==> config.mk <==
export PLATFORM = sky130hd
export DESIGN_NAME = irq_level_resolver
export DESIGN_NICKNAME = d
export VERILOG_FILES = /design/src/rtl/irq_level_pkg.sv /design/src/rtl/irq_ctrl_regs.sv /design/src/rtl/irq_pend_store.sv /design/src/rtl/irq_level_scan.sv /design/src/rtl/irq_level_resolver.sv
export SDC_FILE = /design/constraint.sdc
export NUM_CORES = 1
export LEC_CHECK = 0
export BUFFER_PORTS_ARGS = -buffer_cell sky130_fd_sc_hd__buf_2
export CORE_UTILIZATION = 36
export CTS_CLUSTER_DIAMETER = 30
export DETAILED_ROUTE_END_ITERATION = 12
export PLACE_DENSITY = 0.81
export SLEW_MARGIN = 20
export SYNTH_ARGS = -nofsm -noshare
export SYNTH_HDL_FRONTEND = slang
export SYNTH_SLANG_ARGS = --single-unit
export TNS_END_PERCENT = 1
==> constraint.sdc <==
create_clock -name clk -period 1.8 [get_ports clk]
set_clock_uncertainty 0.05 [all_clocks]
set_input_delay 0.27 -clock clk [delete_from_list [all_inputs] [get_ports clk]]
set_output_delay 0.27 -clock clk [all_outputs]
set_load 0.05 [all_outputs]
==> src/rtl/irq_level_pkg.sv <==
package irq_level_pkg;

    localparam int MAX_LINES  = 32;
    localparam int MAX_LEVELS = 7;
    localparam int LVL_W      = 3;

    typedef logic [MAX_LINES-1:0] line_vec_t;
    typedef logic [LVL_W-1:0]     lvl_t;
    typedef logic [MAX_LEVELS:0]  hit_vec_t;

    typedef enum logic [1:0] {
        SEL_ENABLE = 2'd0,
        SEL_LEVEL  = 2'd1,
        SEL_CLEAR  = 2'd2,
        SEL_RSVD   = 2'd3
    } wr_sel_e;

    typedef struct packed {
        logic req;
        lvl_t lvl;
    } grant_t;

    // Highest index among set hit bits; bit 0 is never a valid level.
    function automatic lvl_t pick_top(input hit_vec_t hits);
        lvl_t r;
        r = '0;
        for (int i = 1; i <= MAX_LEVELS; i++) begin
            if (hits[i]) r = lvl_t'(i);
        end
        return r;
    endfunction

    function automatic line_vec_t valid_mask(input int n);
        logic [MAX_LINES:0] w;
        w = ({{MAX_LINES{1'b0}}, 1'b1} << n) - 1'b1;
        return w[MAX_LINES-1:0];
    endfunction

endpackage

==> src/rtl/irq_ctrl_regs.sv <==
module irq_ctrl_regs
    import irq_level_pkg::*;
#(
    parameter int NUM_LINES = 12
) (
    input  logic      clk,
    input  logic      rst,
    input  logic      wr_en,
    input  logic [1:0] wr_sel,
    input  line_vec_t wr_data,
    output line_vec_t en_next,
    output lvl_t      cur_next,
    output lvl_t      cur_q,
    output line_vec_t clr_mask
);
    localparam line_vec_t VALID = valid_mask(NUM_LINES);

    line_vec_t en_q;
    wr_sel_e   sel;

    assign sel = wr_sel_e'(wr_sel);

    always_comb begin
        en_next  = en_q;
        cur_next = cur_q;
        clr_mask = '0;
        if (wr_en) begin
            case (sel)
                SEL_ENABLE: en_next  = wr_data & VALID;
                SEL_LEVEL:  cur_next = wr_data[LVL_W-1:0];
                SEL_CLEAR:  clr_mask = wr_data & VALID;
                default:    ;
            endcase
        end
    end

    always_ff @(posedge clk) begin
        if (rst) begin
            en_q  <= '0;
            cur_q <= '0;
        end else begin
            en_q  <= en_next;
            cur_q <= cur_next;
        end
    end

    // a reserved-select write leaves both registers untouched
    a_r9_reserved_inert: assert property (@(posedge clk) disable iff (rst)
        (wr_en && sel == SEL_RSVD) |=> (en_q == $past(en_q) && cur_q == $past(cur_q)));

endmodule

==> src/rtl/irq_pend_store.sv <==
module irq_pend_store
    import irq_level_pkg::*;
#(
    parameter int        NUM_LINES  = 12,
    parameter line_vec_t EDGE_LINES = 32'h0000_0A5A
) (
    input  logic      clk,
    input  logic      rst,
    input  line_vec_t irq_in,
    input  line_vec_t clr_mask,
    output line_vec_t pend_next,
    output line_vec_t pend_q
);
    localparam line_vec_t VALID  = valid_mask(NUM_LINES);
    localparam line_vec_t EDGE_M = EDGE_LINES & VALID;

    // A high input always sets; edge lines otherwise keep their bit unless cleared.
    assign pend_next = VALID & (irq_in | (pend_q & EDGE_M & ~clr_mask));

    always_ff @(posedge clk) begin
        if (rst) pend_q <= '0;
        else     pend_q <= pend_next;
    end

    // level-type bits mirror the input of the previous cycle
    a_r5_level_follows: assert property (@(posedge clk) disable iff (rst)
        ((pend_q ^ ($past(irq_in) & VALID)) & ~EDGE_M) == '0);

    // an edge-type bit only falls when a clear targeted it
    a_r6_edge_holds: assert property (@(posedge clk) disable iff (rst)
        (($past(pend_q) & ~$past(clr_mask) & EDGE_M) & ~pend_q) == '0);

endmodule

==> src/rtl/irq_level_scan.sv <==
module irq_level_scan
    import irq_level_pkg::*;
#(
    parameter int                           NUM_LEVELS  = 4,
    parameter logic [MAX_LEVELS*MAX_LINES-1:0] LEVEL_MASKS = '0
) (
    input  logic      clk,
    input  logic      rst,
    input  line_vec_t pend_next,
    input  line_vec_t en_next,
    input  lvl_t      cur_next,
    output grant_t    grant_q
);
    line_vec_t eff;
    hit_vec_t  hits;
    grant_t    grant_d;

    assign eff     = pend_next & en_next;
    assign hits[0] = 1'b0;

    for (genvar L = 1; L <= MAX_LEVELS; L++) begin : g_lvl
        if (L <= NUM_LEVELS) begin : g_on
            localparam line_vec_t MEMBERS = LEVEL_MASKS[(L-1)*MAX_LINES +: MAX_LINES];
            assign hits[L] = (lvl_t'(L) > cur_next) && ((MEMBERS & eff) != '0);
        end else begin : g_off
            assign hits[L] = 1'b0;
        end
    end

    assign grant_d.req = |hits;
    assign grant_d.lvl = pick_top(hits);

    always_ff @(posedge clk) begin
        if (rst) grant_q <= '0;
        else     grant_q <= grant_d;
    end

endmodule

==> src/rtl/irq_level_resolver.sv <==
module irq_level_resolver
    import irq_level_pkg::*;
#(
    parameter int        NUM_LINES  = 12,
    parameter int        NUM_LEVELS = 4,
    parameter line_vec_t EDGE_LINES = 32'h0000_0A5A,
    parameter logic [MAX_LEVELS*MAX_LINES-1:0] LEVEL_MASKS =
        {32'h0, 32'h0, 32'h0, 32'h0000_0801, 32'h0000_0700, 32'h0000_00F0, 32'h0000_000F}
) (
    input  logic        clk,
    input  logic        rst,
    input  logic [31:0] irq_in,
    input  logic        wr_en,
    input  logic [1:0]  wr_sel,
    input  logic [31:0] wr_data,
    output logic        req_o,
    output logic [2:0]  level_o
);
    localparam lvl_t TOP_LVL = lvl_t'(NUM_LEVELS);

    line_vec_t en_next, clr_mask, pend_next, pend_q;
    lvl_t      cur_next, cur_q;
    grant_t    grant_q;

    irq_ctrl_regs #(.NUM_LINES(NUM_LINES)) u_ctrl (
        .clk(clk), .rst(rst), .wr_en(wr_en), .wr_sel(wr_sel), .wr_data(wr_data),
        .en_next(en_next), .cur_next(cur_next), .cur_q(cur_q), .clr_mask(clr_mask)
    );

    irq_pend_store #(.NUM_LINES(NUM_LINES), .EDGE_LINES(EDGE_LINES)) u_pend (
        .clk(clk), .rst(rst), .irq_in(irq_in), .clr_mask(clr_mask),
        .pend_next(pend_next), .pend_q(pend_q)
    );

    irq_level_scan #(.NUM_LEVELS(NUM_LEVELS), .LEVEL_MASKS(LEVEL_MASKS)) u_scan (
        .clk(clk), .rst(rst), .pend_next(pend_next), .en_next(en_next),
        .cur_next(cur_next), .grant_q(grant_q)
    );

    assign req_o   = grant_q.req;
    assign level_o = grant_q.lvl;

    // request and nonzero level travel together
    a_r10_req_level: assert property (@(posedge clk) disable iff (rst)
        req_o == (level_o != '0));

    // a reported level is always above the stored current level
    a_r4_above_cur: assert property (@(posedge clk) disable iff (rst)
        req_o |-> (level_o > cur_q));

    // never a level beyond those configured
    a_r3_in_range: assert property (@(posedge clk) disable iff (rst)
        level_o <= TOP_LVL);

    // unused lines never become pending
    a_r7_unused_idle: assert property (@(posedge clk) disable iff (rst)
        (pend_q & ~valid_mask(NUM_LINES)) == '0);

endmodule

# ---- Word level (Yosys, flattened, before mapping)
# Cells that the tools add are included.
dict set report word_totals {
  ff_bits 51
  in_bits 69
  output_inout_bits 4
  wordCells 37
}
dict set report classes {
  magnitude_cmp 4
  eq_ne 2
  n_mux 10
  n_bitwise 4
  reduce_logical 11
}
# operator count
set ops {}
lappend ops {{32-bit nonzero test} 4}
lappend ops {{32-bit 2-to-1 mux} 2}
lappend ops {{12-bit bitwise AND} 2}
lappend ops {{12-bit 2-to-1 mux} 2}
lappend ops {{3-bit 2-to-1 mux} 5}
lappend ops {{12-bit NOT} 1}
lappend ops {{12-bit OR} 1}
lappend ops {{2-bit by 3-bit greater-than comparator with 1-bit output (first input constant)} 2}
lappend ops {{1-bit logical AND} 4}
lappend ops {{4-bit OR reduction} 1}
lappend ops {{1-bit by 3-bit greater-than comparator with 1-bit output (first input constant)} 1}
lappend ops {{3-bit greater-than comparator (first input constant)} 1}
lappend ops {{2-bit by 1-bit == test with 1-bit output (second input constant)} 1}
lappend ops {{2-bit == test (second input constant)} 1}
lappend ops {{2-bit logical NOT} 1}
lappend ops {{2-bit OR reduction} 1}
lappend ops {{1-bit 2-to-1 mux} 1}

# ---- Logic depth before layout (Yosys ltp)
# Gate-level depths: netlist of run 1.
dict set report logic_depth {
  depth_word 13
  depth_mapped 7
  mapped_depth_nobuf 6
}

# ---- Hierarchy
# From an unflattened synthesis of run 1, not the netlist that was laid out.
dict set report hier_totals {
  hier_cells 294
  hier_area_um2 2886.5
}
# module instances cells_per_inst area_each_um2 seq_area_each_um2
set modules_own_cells {}
lappend modules_own_cells {irq_ctrl_regs 1 181 1830.5 700.7}
lappend modules_own_cells {irq_pend_store 1 90 838.3 240.2}
lappend modules_own_cells {irq_level_scan 1 23 217.7 80.1}

# ---- Worst setup path after synthesis of run 1
# OpenSTA, ideal clock, no wires.
dict set report synth_timing {
  path_type {input-to-reg}
  start {in wr_sel[0]}
  end {reg, netlist name u_scan.grant_q[3]}
  setup_time_ns 0.132
  arrival_time_ns 1.617
  t_required_ns 1.618
  slack_ns 0.001
  path_stages 7
  path_buffers 1
  path_cell_list {nor3b_4 -> buf_6 -> mux2i_1 -> o22ai_1 -> or3_1 -> a21oi_2 -> a21oi_2}
}
dict set report synth_via {
  elab_chain_len 10
  word_cells_on_any_way 26
  classes_between {order compare: 4; eq/ne: 2; mux: 6; bitwise: 4; reduce/logical: 10}
}
# item line
set synth_rtl {}
lappend synth_rtl {{start: declaration} irq_level_resolver.sv:14} ;# input logic [1:0] wr_sel,
lappend synth_rtl {{2-bit == test} irq_ctrl_regs.sv:28} ;# case (sel)
lappend synth_rtl {{12-bit 2-to-1 mux} irq_ctrl_regs.sv:28}
lappend synth_rtl {{12-bit 2-to-1 mux} irq_ctrl_regs.sv:27} ;# if (wr_en) begin
lappend synth_rtl {{12-bit NOT} irq_pend_store.sv:18} ;# assign pend_next = VALID & (irq_in | (pend_q & EDGE_M & ~clr_mask));
lappend synth_rtl {{12-bit bitwise AND} irq_pend_store.sv:18}
lappend synth_rtl {{12-bit OR} irq_pend_store.sv:18}
lappend synth_rtl {{12-bit bitwise AND} irq_level_scan.sv:18} ;# assign eff = pend_next & en_next;
lappend synth_rtl {{32-bit nonzero test} irq_level_scan.sv:24} ;# assign hits[L] = (lvl_t'(L) > cur_next) && ((MEMBERS & eff) != '0);
lappend synth_rtl {{1-bit logical AND} irq_level_scan.sv:24}
lappend synth_rtl {{4-bit OR reduction *} irq_level_scan.sv:30} ;# assign grant_d.req = |hits;
# Every way passes the cells marked *; elsewhere a longest branch is shown, timed or not.
# A chain may end at the register's enable or synchronous reset.

# ---- Worst setup path in the final report of run 1
dict set report layout_timing {
  start {in wr_sel[0]}
  end {reg, netlist name u_scan.grant_q[1]}
}
dict set report layout_via {
  elab_chain_len 11
  word_cells_on_any_way 25
  classes_between {order compare: 3; eq/ne: 2; mux: 8; bitwise: 4; reduce/logical: 8}
}
# item line
set layout_rtl {}
lappend layout_rtl {{2-bit == test} irq_ctrl_regs.sv:28}
lappend layout_rtl {{12-bit 2-to-1 mux} irq_ctrl_regs.sv:28}
lappend layout_rtl {{12-bit 2-to-1 mux} irq_ctrl_regs.sv:27}
lappend layout_rtl {{12-bit NOT} irq_pend_store.sv:18}
lappend layout_rtl {{12-bit bitwise AND} irq_pend_store.sv:18}
lappend layout_rtl {{12-bit OR} irq_pend_store.sv:18}
lappend layout_rtl {{12-bit bitwise AND} irq_level_scan.sv:18}
lappend layout_rtl {{32-bit nonzero test} irq_level_scan.sv:24}
lappend layout_rtl {{1-bit logical AND} irq_level_scan.sv:24}
lappend layout_rtl {{3-bit 2-to-1 mux (2 in series)} irq_level_pkg.sv:28} ;# if (hits[i]) r = lvl_t'(i);
# Parallel ways exist; a longest one is shown, timed or not.

==> flow_summary_export.csv, run 1 <==
group,metric,value,unit
cts,cts-buffers-inserted,3,
finish,fin_cells,182,
grt,antenna_found_initial,0,
synthesis,synth_seq_cells,25,
synthesis,syn-num-nets,172,
routing,avgViaCountPerCell,4.918,
outcome,outcome,"completed",
sta,min_period_over_period,92.87,%
cts,clk_path_buf_depth,2,
worst_setup_path,rr_endpoint,"u_scan.grant_q[1]",
routing,wire_per_inst,12.25,um
sta,hold_violations,0,
floorplan,rows,19,
cts,clock-root-buffer,"clkbuf_4",
sta,finalSetupViolations,0,
worst_setup_path,r2r-start,"u_ctrl.en_q[6]",
sta,tightestPinTransition,0.4744,ns
routing,routed_wl,2230,um
grt,grtUsageTotal,15.01,%
finish,drive_gt1_share,39.74,%
worst_setup_path,critPathMaxStageDelay,0.39,ns
min_path,whs_path_depth,3,
finish,layout.area.seq,500.5,sq um
worst_setup_path,r2r_cells,5,
finish,nets,221,
floorplan,pin_count,73,
cts,hold_buffers,0,
worst_setup_path,crit_chain,"buf_2 -> nor3b_4 -> buf_4 -> mux2i_1 -> o22ai_1 -> or3_1 -> a21oi_2 -> nor3b_2",
min_path,min_to,"u_pend.pend_q[3]",
synthesis,synth_area,0.001032,sq mm
cts,clk_pin_slew,0.14,ns
sta,timing.max_slew.rel_slack,68.37,%
worst_setup_path,path_max_fanout,4,
grt,grt_pass1_vias,919,
floorplan,dieHeight,55.55,um
synthesis,yosys.cell_types.count,27,
cts,cts_tree,"done",
cts,post-cts-setup-buffers,0,
floorplan,start_util,37.76,%
synthesis,ys_seq_area_share,48.48,%
cts,clock_sinks,25,
worst_setup_path,end_kind,"flip-flop",
finish,syn_to_final_growth,31.03,%
pwr,p_leak,0.6260,nW
routing,num_vias,895,
sta,fmax,598.2,MHz
cts,cts-resized-gates,0,
job,maxCapViolCount,0,
routing,drtIter0Drc,16,
floorplan,dieArea,0.003085,sq mm
floorplan,core,0.002734,sq mm
worst_setup_path,crit_slowest_cell,"or3_1",
placed_design,place_area,0.001325,sq mm
worst_setup_path,reg2reg_slack,0.32,ns
sta,rsz0062_at_grt,"no",
placed_design,dp_slack,-0.2045,ns
worst_setup_path,worstSetupStartpointType,"input pin",
placed_design,io_buffer_count,32,
worst_setup_path,crit_type,"input pin to flip-flop",
routing,first_pass_iters,5,
finish,fin_area,0.001353,sq mm
sta,fin_ws,0.1284,ns
pwr,p_total,1.051,mW
cts,worstSkewPairLatency,0.31,ns
grt,overflow,0,
worst_setup_path,crit_arrival,1.81,ns
min_path,hp-class,"input pin to flip-flop",
worst_setup_path,cp.required,1.94,ns
placed_design,place.gp.congestion,0.7845,
sta,layout_min_cycle_time,1.672,ns
min_path,hold_path_startpoint,"irq_in[3]",
finish,multi_input_area,501.7,sq um
synthesis,syn_inst,103,
routing,antenna_left,0,
pwr,p_per_area,776.8,mW/mm^2
finish,fill_cells,239,
sta,maxSlewViolCount,0,
grt,grt_max_degree,26,
finish,diodes,0,
pwr,peakVddDrop,0.0004620,V
floorplan,die_w,55.55,um
cts,htree_num_levels,1,
sta,fin_setup_tns,0,ns
synthesis,ys_warn_count,0,
routing,drc,0,
synthesis,avgSynthCellArea,10.02,sq um
placed_design,hpwl,1735,um
placed_design,dp_cells,178,
grt,grt_pass1_wl,3636,um
cells in the final DEF, fill, tap and decap left out, types with 2 or more instances in the layout:
master and n:
nor3b_2 2, nor2b_1 4, nand2_1 2, nand4b_1 4, buf_2 32, mux2i_1 12, mux2_2 2, inv_1 3
a21oi_1 7, o22ai_1 4, buf_4 15, nor2_1 19, dfxtp_1 25, a21oi_2 3, clkbuf_4 3
stage by stage:
| stage | utilization (%) | hold slack [ns] |
|---|---|---|
| final | 49.47 | 0.1254 |
| after global routing | 49.47 | 0.1264 |
| after floorplan | - | 0.2895 |
| after global placement | 48.47 | 0.4038 |
| after CTS | 49.47 | 0.1187 |
| after detailed placement | 48.47 | 0.4194 |
worst max-delay path: cells and delay by family:
kind / cells / cell delay, ns
AOI/OAI and AO/OA: 2 / 0.34
buffers and inverters: 2 / 0.30
muxes: 1 / 0.25
and+or+nand+nor: 3 / 0.66
worst max-delay path by stage:
| stage | start | end | slack [ns] | cells after the start |
|---|---|---|---|---|
| after global placement | wr_sel[0] | u_scan.grant_q[0] | -0.14 | 8 |
| after global routing | wr_sel[0] | u_scan.grant_q[1] | 0.07 | 8 |
| final | wr_sel[0] | u_scan.grant_q[1] | 0.13 | 8 |
| after CTS | wr_sel[0] | u_scan.grant_q[1] | 0.14 | 8 |
| after floorplan | wr_sel[0] | u_scan.grant_q[3] | 0.001 | 7 |
| after detailed placement | wr_sel[0] | u_scan.grant_q[1] | -0.20 | 8 |
synth_stat cells (all sizes together):
| library cell | number | area, sq um |
|---|---|---|
| dfxtp | 25 | 500.5 |
| nor2 | 19 | 71.32 |
| mux2i | 12 | 120.1 |
| a21oi | 10 | 61.31 |
| nand4b | 4 | 35.03 |
| nor2b | 4 | 25.02 |
| o22ai | 4 | 25.02 |
| inv | 3 | 11.26 |
| mux2 | 3 | 33.78 |
| nor3b | 3 | 43.79 |
| clkbuf | 2 | 7.510 |
| nand2 | 2 | 7.510 |
| o21ai | 2 | 10.00 |
| a21boi | 1 | 7.510 |
| a22oi | 1 | 7.510 |
| and2 | 1 | 6.260 |
| and3b | 1 | 8.760 |
| buf | 1 | 11.26 |
| nand3b | 1 | 7.510 |
| nor3 | 1 | 5.000 |
| o211a | 1 | 10.01 |
| o21ba | 1 | 10.01 |
| or3 | 1 | 6.260 |
state kept, by name (all words and copies together), names as in the netlist:
signal          count
u_scan.grant_q      4
u_ctrl.en_q        12
u_ctrl.cur_q        3
u_pend.pend_q       6
layer usage:
metal / share of wire [%] / track usage, %
met4: 2.4 / 8.929
met1: 43 / 15.85
met5: 0 / 0
met3: 3.7 / 2.108
met2: 50 / 27.88
cells by family (layout without fill, tap and decap cells):
group	after synthesis	after routing	share of synthesized area, %
multiplexers	15	15	14.91
buffers and inverters	6	54	2.909
AND/OR/NAND/NOR	37	37	20.97
AO/OA/AOI/OAI	20	20	12.73
flip-flops	25	25	48.48
cell type report:
cell class / count / area share [%]
sequential: 25 / 37.00
tap: 31 / 2.868
inverter: 3 / 0.8326
timing repair buffer: 47 / 20.17
clock inverter: 1 / 0.3700
multi-input combinational: 72 / 37.10
clock buffer: 3 / 1.665
power breakdown:
part           total [mW]  internal, mW  switching, mW
clock               0.243        0.0830          0.160
sequential          0.590         0.583        0.00720
combinational       0.217        0.0981          0.119
(Power assumes the default switching activity.)
==> run 2: changes to the inputs <==
- CAP_MARGIN: default -> 15
- RECOVER_POWER: default -> 50
- SLEW_MARGIN: 20 -> 10
==> run 2 against run 1 <==
Via count unchanged; routed wire length unchanged; critical path type unchanged; non-clock buffer count unchanged; highest routed layer unchanged; largest cell class unchanged.
==> flow_summary_export.csv, run 2 (synthesis gave the netlist of run 1 again) <==
group,metric,value,unit
cts,cts-buffers-inserted,3,
finish,diodes,0,
cts,cts-resized-gates,0,
routing,num_vias,895,
routing,drc,0,
finish,final_cell_mix,"buf_2 (31), dfxtp_1 (25), nor2_1 (19)",
finish,layout.area.seq,500.5,sq um
cts,hold_buffers,0,
sta,tightestPinTransition,0.4739,ns
floorplan,dieHeight,55.55,um
floorplan,die_w,55.55,um
routing,wire_per_inst,12.25,um
min_path,hp-class,"input pin to flip-flop",
cts,htree_num_levels,1,
sta,rsz0062_at_grt,"no",
finish,regMostFlops,"u_ctrl.en_q",
grt,overflow,0,
grt,grt_pass1_vias,919,
floorplan,core,0.002734,sq mm
finish,multi_input_area,501.7,sq um
placed_design,place_area,0.001325,sq mm
finish,syn_to_final_growth,30.55,%
grt,grtUsageTotal,15.01,%
routing,drtIter0Drc,16,
finish,drive_gt1_share,38.41,%
cts,worstSkewPairLatency,0.31,ns
routing,avgViaCountPerCell,4.918,
pwr,peakVddDrop,0.0004613,V
sta,fmax,595.2,MHz
cts,clock_sinks,25,
cts,clk_path_buf_depth,2,
routing,first_pass_iters,5,
finish,final_common_cell,"buf_2",
outcome,outcome,"completed",
pwr,p_leak,0.6196,nW
sta,layout_min_cycle_time,1.680,ns
floorplan,dieArea,0.003085,sq mm
floorplan,start_util,37.76,%
worst_setup_path,path_max_fanout,4,
worst_setup_path,cp.required,1.94,ns
floorplan,rows,19,
placed_design,hpwl,1735,um
sta,min_period_over_period,93.34,%
job,maxCapViolCount,0,
sta,hold_violations,0,
routing,antenna_left,0,
pwr,p_total,1.050,mW
placed_design,dp_slack,-0.2045,ns
pwr,p_per_area,778.9,mW/mm^2
cts,post-cts-setup-buffers,0,
sta,maxSlewViolCount,0,
finish,reg.largest.list,"u_ctrl.en_q x12, u_pend.pend_q x6, u_scan.grant_q x4",
sta,fin_setup_tns,0,ns
cts,clock-root-buffer,"clkbuf_4",
grt,antenna_found_initial,0,
routing,routed_wl,2230,um
sta,finalSetupViolations,0,
cts,clk_pin_slew,0.14,ns
finish,fin_area,0.001348,sq mm
sta,fin_ws,0.1199,ns
finish,largest_register_ff_count,12,
grt,grt_pass1_wl,3636,um
worst_setup_path,end_kind,"flip-flop",
placed_design,place.gp.congestion,0.7845,
floorplan,pin_count,73,
worst_setup_path,crit_arrival,1.82,ns
sta,timing.max_slew.rel_slack,68.40,%
worst_setup_path,crit_type,"input pin to flip-flop",
placed_design,io_buffer_count,32,
cts,cts_tree,"done",
finish,fill_cells,242,
grt,grt_max_degree,26,
worst_setup_path,worstSetupStartpointType,"input pin",
finish,nets,221,
==> run 2: cell count changes in the layout (fill, tap and decap cells not counted) <==
cell and delta:
buf_4 -1, buf_2 -1, clkbuf_1 +2
==> run 2: final timing paths <==
check                                       start                end  slack [ns]  cells after the start
worst max-delay path                    wr_sel[0]  u_scan.grant_q[1]        0.12                      8
worst min-delay path                    irq_in[3]   u_pend.pend_q[3]        0.12                      3
worst max register to register     u_ctrl.en_q[6]  u_scan.grant_q[1]        0.32                      5
worst min register to register  u_pend.pend_q[11]  u_pend.pend_q[11]        0.45                      2
==> run 2: final cells by class <==
type | count | area share, %
multi-input combinational | 72 | 37.23
sequential | 25 | 37.14
timing repair buffer | 47 | 19.87
tap | 31 | 2.878
clock buffer | 3 | 1.671
inverter | 3 | 0.8357
clock inverter | 1 | 0.3714
==> run 2: critical path: stages <==
cell and delay, ns:
clkbuf_1 0.12, nor3b_4 0.21, buf_4 0.18, mux2i_1 0.25, o22ai_1 0.14, or3_1 0.39, a21oi_2 0.20, nor3b_2 0.07
==> run 2: metal layers <==
metal	GRT usage (%)	up-vias	part of all wire, %
li1	-	459	-
met1	15.85	417	43
met2	27.88	15	51
met3	2.108	4	3.7
met4	8.929	0	2.4
met5	0	-	0
==> run 2: stage by stage <==
step / instances / util [%] / hold slack, ns
floorplan: 103 / - / 0.2895
global placement: 178 / 48.47 / 0.4038
detailed placement: 178 / 48.47 / 0.4194
CTS: 182 / 49.47 / 0.1187
global route: 182 / 49.29 / 0.1264
finish: 182 / 49.29 / 0.1245
==> run 2: power by group <==
part | internal [mW] | switching [mW] | total [mW]
Clock | 0.0830 | 0.160 | 0.243
Combinational | 0.0968 | 0.119 | 0.216
Sequential | 0.583 | 0.00720 | 0.590
==> run 3: changes to the inputs <==
- CORE_UTILIZATION: 36 -> 49
- PLACE_DENSITY: 0.81 -> 0.83
- SYNTH_HIERARCHICAL: default -> 1
==> run 3 against run 2 <==
Routed wire length is 18% higher; total power is 7.8% higher; the run now ends with DRC left; final cell count increased by 18%; largest power group unchanged.
==> flow_summary_export.csv, run 3 <==
group,metric,value,unit
grt,grt_pass1_vias,1192,
routing,num_vias,1087,
min_path,hold_path_startpoint,"irq_in[4]",
finish,fin_util,61.88,%
routing,wire_per_inst,12.26,um
sta,hold_violations,0,
cts,clock_sinks,25,
cts,clk_path_buf_depth,2,
synthesis,ys_warn_count,6,
finish,fin_cells,215,
finish,nets,254,
finish,diodes,0,
pwr,power.internal,0.8047,mW
synthesis,syn_inst,149,
placed_design,place.gp.congestion,0.7076,
outcome,outcome,"finished, violations left",
pwr,p_total,1.131,mW
worst_setup_path,end_kind,"flip-flop",
grt,grt_max_degree,38,
floorplan,dieArea,0.003313,sq mm
cts,worstSkewPairLatency,0.33,ns
sta,rsz0062_at_grt,"no",
cts,htree_num_levels,1,
grt,overflow,0,
cts,clk_pin_slew,0.15,ns
worst_setup_path,path_max_fanout,7,
worst_setup_path,r2r-start,"u_ctrl/en_q[8]",
finish,regMostFlops,"u_ctrl/en_q",
worst_setup_path,reg2reg_slack,0.23,ns
floorplan,start_util,53.47,%
worst_setup_path,critPathTopFamily,"compound AO/OA/AOI/OAI gates",
outcome,violations,"DRC",
routing,first_pass_iters,8,
finish,drive_gt1_share,44.02,%
placed_design,io_buffer_count,32,
finish,largest_register_ff_count,12,
sta,fmax,580.8,MHz
pwr,pwr-share-clk,23.1,%
min_path,whs_path_depth,3,
synthesis,synth_area,0.001513,sq mm
floorplan,die_w,57.56,um
placed_design,dp_cells,211,
placed_design,hpwl,2103,um
pwr,swShare,28.88,%
worst_setup_path,r2r_cells,5,
sta,tightestPinTransition,0.5608,ns
floorplan,rows,19,
finish,syn_to_final_growth,15.72,%
finish,reg.largest.list,"u_ctrl/en_q x12, u_pend/pend_q x6, u_scan/grant_q x4",
pwr,p_comb_share,23.9,%
cts,clock-root-buffer,"clkbuf_4",
min_path,hp-class,"input pin to flip-flop",
worst_setup_path,crit_type,"input pin to flip-flop",
cts,cts_tree,"done",
finish,final_common_cell,"buf_2",
grt,grt_pass1_wl,4767,um
worst_setup_path,critPathMaxStageDelay,0.42,ns
cts,cts-resized-gates,0,
pwr,peakVddDrop,0.0003396,V
routing,routed_wl,2636,um
sta,timing.max_slew.rel_slack,62.61,%
grt,antenna_found_initial,0,
cts,post-cts-setup-buffers,0,
worst_setup_path,crit_slowest_cell,"a222oi_1",
worst_setup_path,rr_endpoint,"u_scan/grant_q[3]",
sta,maxSlewViolCount,0,
pwr,power_frac_seq,53.0,%
routing,antenna_left,0,
grt,grtUsageTotal,18.87,%
worst_setup_path,path_buf_inv,2,
job,maxCapViolCount,0,
cts,cts-buffers-inserted,3,
sta,finalSetupViolations,0,
sta,whs,0.1253,ns
worst_setup_path,crit_end,"u_scan/grant_q[3]",
sta,layout_min_cycle_time,1.722,ns
worst_setup_path,crit_chain,"clkbuf_1 -> nor3b_4 -> buf_12 -> mux2_4 -> a222oi_1 -> a211oi_1 -> nor2_1 -> a21oi_1",
synthesis,avgSynthCellArea,10.15,sq um
routing,avgViaCountPerCell,5.056,
routing,drtIter0Drc,33,
worst_setup_path,crit_arrival,1.88,ns
worst_setup_path,cp-startpoint,"wr_sel[0]",
worst_setup_path,worstSetupStartpointType,"input pin",
synthesis,syn-num-nets,218,
routing,drc,2,
pwr,p_switching,0.3267,mW
floorplan,pin_count,73,
cts,hold_buffers,0,
sta,min_period_over_period,95.65,%
pwr,p_per_area,646.4,mW/mm^2
floorplan,core,0.002829,sq mm
pwr,p_leak,0.7647,nW
floorplan,dieHeight,57.56,um
worst_setup_path,cp.required,1.96,ns
worst_setup_path,cp.depth,8,
finish,final_cell_mix,"buf_2 (31), nand2b_1 (27), dfxtp_1 (25)",
-- run 3: per-layer routing --
metal | share of wire [%] | up-vias | wire length, um | GRT usage (%)
met3 | 3.9 | 5 | 102 | 3.628
met2 | 52 | 23 | 1363 | 35.71
met4 | 1.7 | 0 | 46 | 8.362
li1 | - | 561 | - | -
met5 | 0 | - | 0 | 0
met1 | 43 | 498 | 1124 | 19.97
-- run 3: final cells by class --
cell class	instances	area, sq um
multi-input cells	103	885.9
clock inverters	1	7.507
inverters	6	22.52
repair buffers	46	272.8
fillers	251	1079
well taps	31	38.79
flip-flops and latches	25	500.5
clock buffers	3	22.52
-- run 3: through the flow --
step / setup slack [ns] / cell area [sq um] / TNS (ns)
2_1_floorplan: 0.008615 / 1516 / 0
3_3_place_gp: -0.2388 / 1725 / -0.7314
3_5_place_dp: -0.2585 / 1725 / -0.8374
4_1_cts: 0.1059 / 1755 / 0
5_1_grt: 0.05811 / 1750 / 0
6_report: 0.07834 / 1750 / 0
-- run 3: worst min path at each step --
stage                        endpoint  slack [ns]
detailed placement     u_ctrl/en_q[5]        0.41
global placement       u_ctrl/en_q[0]        0.41
CTS                  u_pend/pend_q[4]        0.11
finish               u_pend/pend_q[4]        0.13
global route         u_pend/pend_q[4]        0.11
floorplan           u_scan/grant_q[3]        0.29
-- run 3: power groups by stage --
stage               logic, mW  registers [mW]  clock network, mW
floorplan               0.163           0.642                  0
global placement        0.264           0.610                  0
detailed placement      0.272           0.613                  0
CTS                     0.273           0.600              0.274
global route            0.294           0.604              0.299
finish                  0.271           0.599              0.261
-- run 3: worst register-to-register path, stage by stage, from the launching register on --
cell and delay, ns:
dfxtp_1 0.34, mux2_4 0.26, a222oi_1 0.42, a211oi_1 0.12
nor2_1 0.18, a21oi_1 0.09
